===== config.mk =====
export PLATFORM = sky130hd
export DESIGN_NAME = clkdiv_frac
export DESIGN_NICKNAME = d
export VERILOG_FILES = /design/src/rtl/clkdiv_pkg.sv /design/src/rtl/clkdiv_seq.sv /design/src/rtl/clkdiv_edges.sv /design/src/rtl/clkdiv_frac.sv
export SDC_FILE = /design/constraint.sdc
export NUM_CORES = 1
export LEC_CHECK = 0
export ABC_AREA = 1
export BUFFER_PORTS_ARGS = -buffer_cell sky130_fd_sc_hd__buf_2
export CORE_UTILIZATION = 60
export DETAILED_ROUTE_END_ITERATION = 10
export MAX_ROUTING_LAYER = met4
export PLACE_DENSITY = 0.81
export SLEW_MARGIN = 15
export SYNTH_ARGS = -nofsm -noshare
export SYNTH_HDL_FRONTEND = slang
export SYNTH_HIERARCHICAL = 1
export SYNTH_SLANG_ARGS = --single-unit

===== constraint.sdc =====
create_clock -name clk_in -period 3.6 [get_ports clk_in]
set_input_delay 0.36 -clock clk_in [delete_from_list [all_inputs] [get_ports clk_in]]
set_output_delay 0.36 -clock clk_in [all_outputs]
set_load 0.005 [all_outputs]

===== src/rtl/clkdiv_pkg.sv =====
package clkdiv_pkg;
  localparam int CFG_W  = 3;
  localparam int HALF_W = 4;

  typedef logic [HALF_W-1:0] halves_t;

  // all control bits high is the unusable pattern
  function automatic logic cfg_reserved(logic [CFG_W-1:0] c);
    return &c;
  endfunction

  // frame length in half input periods; zero means "hold low"
  function automatic halves_t frame_halves(logic [CFG_W-1:0] c);
    logic [1:0] k;
    halves_t    base;
    k    = {1'b0, c[1]} + {1'b0, c[0]};
    base = halves_t'(2) << k;
    if (cfg_reserved(c)) return '0;
    if (c[2]) return base + (base >> 1);
    return base;
  endfunction

  // the first floor(len/2) half-slots of a frame are high
  function automatic logic slot_level(halves_t s, halves_t len);
    return (s < (len >> 1));
  endfunction

  function automatic halves_t wrap_add(halves_t p, halves_t inc, halves_t len);
    halves_t s;
    if (len == '0) return '0;
    s = p + inc;
    if (s >= len) s = s - len;
    return s;
  endfunction
endpackage


===== src/rtl/clkdiv_seq.sv =====
module clkdiv_seq
  import clkdiv_pkg::*;
(
  input  logic             clk,
  input  logic             arst,
  input  logic [CFG_W-1:0] cfg,
  output logic             lvl_a,
  output logic             lvl_b,
  output logic             rsv_q,
  output halves_t          pos_q,
  output halves_t          act_q
);
  logic    at_frame;
  halves_t len_use;
  halves_t slot_b;
  halves_t pos_nx;

  assign at_frame = (pos_q == '0);
  assign len_use  = at_frame ? frame_halves(cfg) : act_q;
  assign lvl_a    = slot_level(pos_q, len_use);
  assign slot_b   = wrap_add(pos_q, halves_t'(1), len_use);
  assign pos_nx   = wrap_add(pos_q, halves_t'(2), len_use);

  always_ff @(posedge clk or posedge arst) begin
    if (arst) begin
      pos_q <= '0;
      act_q <= '0;
      lvl_b <= 1'b0;
      rsv_q <= 1'b0;
    end else begin
      pos_q <= pos_nx;
      act_q <= len_use;
      lvl_b <= slot_level(slot_b, len_use);
      if (at_frame) rsv_q <= cfg_reserved(cfg);
    end
  end

  // the active frame length moves only at a frame start
  p_ratio_at_frame_r7: assert property (@(posedge clk) disable iff (arst)
    (act_q != $past(act_q)) |-> ($past(pos_q) == '0));

  // the position never leaves the active frame
  p_pos_in_frame_r7: assert property (@(posedge clk) disable iff (arst)
    (act_q != '0) |-> (pos_q < act_q));

  // the reserved state requests no high half-slot
  p_rsv_quiet_r6: assert property (@(posedge clk) disable iff (arst)
    rsv_q |-> (!lvl_b && act_q == '0));
endmodule


===== src/rtl/clkdiv_edges.sv =====
module clkdiv_edges (
  input  logic clk,
  input  logic arst,
  input  logic lvl_a,
  input  logic lvl_b,
  output logic clk_o
);
  logic rise_q;
  logic fall_q;

  // each register toggles the XOR so the output takes the requested level
  always_ff @(posedge clk or posedge arst) begin
    if (arst) rise_q <= 1'b0;
    else      rise_q <= lvl_a ^ fall_q;
  end

  always_ff @(negedge clk or posedge arst) begin
    if (arst) fall_q <= 1'b0;
    else      fall_q <= lvl_b ^ rise_q;
  end

  assign clk_o = rise_q ^ fall_q;
endmodule


===== src/rtl/clkdiv_frac.sv =====
module clkdiv_frac
  import clkdiv_pkg::*;
(
  input  logic       clk_in,
  input  logic       arst,
  input  logic       mode_x15,
  input  logic [1:0] div_sel,
  output logic       clk_out,
  output logic       rsv_flag
);
  logic             lvl_a;
  logic             lvl_b;
  logic             rsv_q;
  halves_t          pos_q;
  halves_t          act_q;
  logic [CFG_W-1:0] cfg;

  assign cfg = {mode_x15, div_sel};

  clkdiv_seq u_seq (
    .clk   (clk_in),
    .arst  (arst),
    .cfg   (cfg),
    .lvl_a (lvl_a),
    .lvl_b (lvl_b),
    .rsv_q (rsv_q),
    .pos_q (pos_q),
    .act_q (act_q)
  );

  clkdiv_edges u_edges (
    .clk   (clk_in),
    .arst  (arst),
    .lvl_a (lvl_a),
    .lvl_b (lvl_b),
    .clk_o (clk_out)
  );

  assign rsv_flag = rsv_q;

  // the half-slot before a frame start is low, so no runt can appear
  p_low_before_frame_r7: assert property (@(posedge clk_in) disable iff (arst)
    (pos_q == '0 && act_q != '0 && $past(act_q) == act_q) |-> !clk_out);

  // a settled reserved state keeps the output low
  p_rsv_out_low_r6: assert property (@(posedge clk_in) disable iff (arst)
    (rsv_flag && $past(rsv_flag)) |-> !clk_out);

  // output and flag are low while reset is applied
  always_comb begin
    if (arst) begin
      p_reset_low_r8: assert (!clk_out && !rsv_flag);
    end
  end
endmodule


==> results.md <==
- Status: finished clean
- Final hold viol count: 0
- Layout area overhead: 9.22%
- Slew @ Worst Pin: 0.407 ns
- Post-Route WL: 2.33 mm
- Rel. slew slack: 72.8%
- Setup crit end kind: flop
- F_max: 0.310 GHz
- Worst R2R Setup Slack: 0.38 ns
- CTS Buf Count: 3
- DR DRC count: 0
- Drt first-iter violations: 25
- Pwr Density: 200 nW/um^2
- Data arrival, critical path: 3.44 ns
- Avg Cell Area, Syn: 7.30 um^2
- Final min period: 3.22 ns
- Setup tns final: 0 ns
- Unrepaired setup endpoints after global routing: false
- Nets: 198
- Worst min-delay path class: reg2reg
- CP max stage delay: 0.43 ns
- Crit path launch type: flop
- Fin cells: 196
- Sequential-to-total area share from yosys stat: 25.7%
- Largest net degree at the start of global routing: 11
- Placed insts: 191
- Max Transition Viols Final: 0
- Distinct cells, synth: 24
- Critical path class: reg2reg
- GRT Residual Overflow: 0
- DP HPWL: 1.84 mm
- Clock transition at path regs: 0.08 ns
- Critical-path cell list: inv_1 -> ha_1 -> nand2_1 -> nor2_2 -> nand2_1 -> nand2_1 -> inv_1 -> ha_1 -> fa_1 -> nand2_1 -> nand2_1 -> nand2_1 -> nor2_1 -> a211oi_1 -> ha_1 -> nand2_1 -> nand2_1 -> nand2_1 -> nand2_1 -> inv_1
- Skew final: 0.00712 ns
- Final period utilization: 89.5%
- Synthesized instance count: 160
- Rows: 15
- PortBufs: 6
- Syn_nets: 186
- Vias in the first global route: 936
- #FFs+latches synth: 12
- DRT Pass-1 Iters: 4
- Post-CTS sizing: 0
- Maximum vdd drop: 0.000101 V
- First-pass GRT wire length: 3.85 mm
- CP max FO: 6
- # H-tree levels: 1
- Die Ht: 46.1 um
- Initial cell density of the core: 65.5%
- Post-DR wirelength/cell: 11.9 um
- CTS tree: built
- Core area: 1780 um^2
- DR vias/cell: 5.33
- Number of top-level pins: 7
- Pleak: 0.756 nW
- Total global-route track usage: 26.3%
- CTS Sinks: 12
- Max-Cap Viols: 0
- Skew-Pair Late Insertion Delay: 0.27 ns
- Clock root buffer: clkbuf_4
- Most frequent CP cell: nand2_1
- Finish-stage setup viols: 0
- Die X: 46.1 um
- Layout cells sized above 1: 12.9%
- CP max-delay cell: dfrtp_1
- Synth warn: 6
- Post-CTS Setup Bufs: 0
- CTS Buffer Depth: 2
- RD Place Congestion: 0.848
- Post-route ant nets: 0
- Die Area: 2130 um^2
- Antenna diode count: 0
- Critical path required time: 3.82 ns
- Cell area after synthesis: 1170 um^2
- Initial antenna violation count: 0
- Vias: 1044
- Fin util: 71.5%
- Hold_buf cts: 1
-- cells in the mapped netlist (all sizes together) --
library cell  instances  share of area [%]
a21o                  1               0.64
o21ai                 6                3.2
dfrtp                11                 24
nor3                  1               0.43
dfrtn                 1                2.1
o22ai                 1               0.54
inv                  30                9.6
a21oi                 5                2.1
o21a                  3                1.9
nand2                49                 16
ha                   19                 20
or2                   1               0.54
a211oi                2                1.3
fa                    2                3.4
xor2                  3                2.3
nand3b                2                1.3
nor2                 13                5.5
nand3                10                4.7
-- worst max-delay path: cells and delay by family (launching register included) --
family	cells	cell delay, ns
fa+ha+maj	4	1.15
simple gates	12	1.01
flops	1	0.43
compound gates	1	0.24
buf+inv	3	0.33
-- cells in the final DEF, fill, tap and decap left out, drive strengths merged --
cell	instances
a21o	1
a21oi	5
ha	19
nand3b	2
a211oi	2
nor2	13
nand2	49
nand3	10
or2	1
clkbuf	4
o22ai	1
xor2	3
o21a	3
buf	6
inv	30
dlygate4sd3	1
dfrtp	11
nor3	1
fa	2
o21ai	6
dfrtn	1
-- per-stage QoR --
stage	power, mW	instance area [um^2]	hold slack (ns)	setup WS (ns)
after floorplan	0.145	1170	0.101	0.802
after global placement	0.150	1230	0.218	0.605
after detailed placement	0.151	1230	0.223	0.439
after CTS	0.258	1270	0.476	0.407
after global routing	0.269	1270	0.511	0.110
final	0.255	1270	0.498	0.377
-- power by group --
group | switching (mW) | internal (mW) | leakage (nW) | total [mW]
logic | 0.00878 | 0.00513 | 0.583 | 0.0139
clock network | 0.0447 | 0.0614 | 0.0210 | 0.106
registers | 0 | 0.135 | 0.152 | 0.135
-- cells by family after synthesis --
family | Yosys count | synth area share [%]
flops | 12 | 25.7
buf+inv | 30 | 9.65
simple gates | 76 | 28.8
fa+ha+maj | 21 | 23.8
compound gates | 18 | 9.75
xor+xnor | 3 | 2.25
-- worst paths after layout --
path                                startpoint             end  depth (start not counted)
worst max-delay path            u_seq/pos_q[0]     u_seq/lvl_b                         20
worst min-delay path               u_seq/rsv_q     u_seq/rsv_q                          1
worst max register to register  u_seq/pos_q[0]     u_seq/lvl_b                         20
worst min register to register     u_seq/rsv_q     u_seq/rsv_q                          1
max in group asynchronous                 arst  u_edges/fall_q                          3
min in group asynchronous                 arst  u_edges/rise_q                          3
-- layer usage --
layer / track usage [%] / wire (um)
met1: 30.5 / 1070
met2: 44.8 / 1180
met3: 3.53 / 32
met4: 11.8 / 33
met5: - / 0
-- final cells by class --
type / instances / area [um^2]
inverters: 30 / 113
repair buffers: 7 / 40.0
well taps: 25 / 31.3
flip-flops and latches: 12 / 300
clock buffers: 4 / 36.3
fillers: 138 / 508
multi-input cells: 118 / 754
-- sequential cells by signal, summed over array words and instances (netlist names) --
signal,count
u_edges/fall_q,1
u_edges/rise_q,1
u_seq/act_q,4
u_seq/lvl_b,1
u_seq/pos_q,4
u_seq/rsv_q,1
No activity file was read; power rests on OpenSTA's default activity.
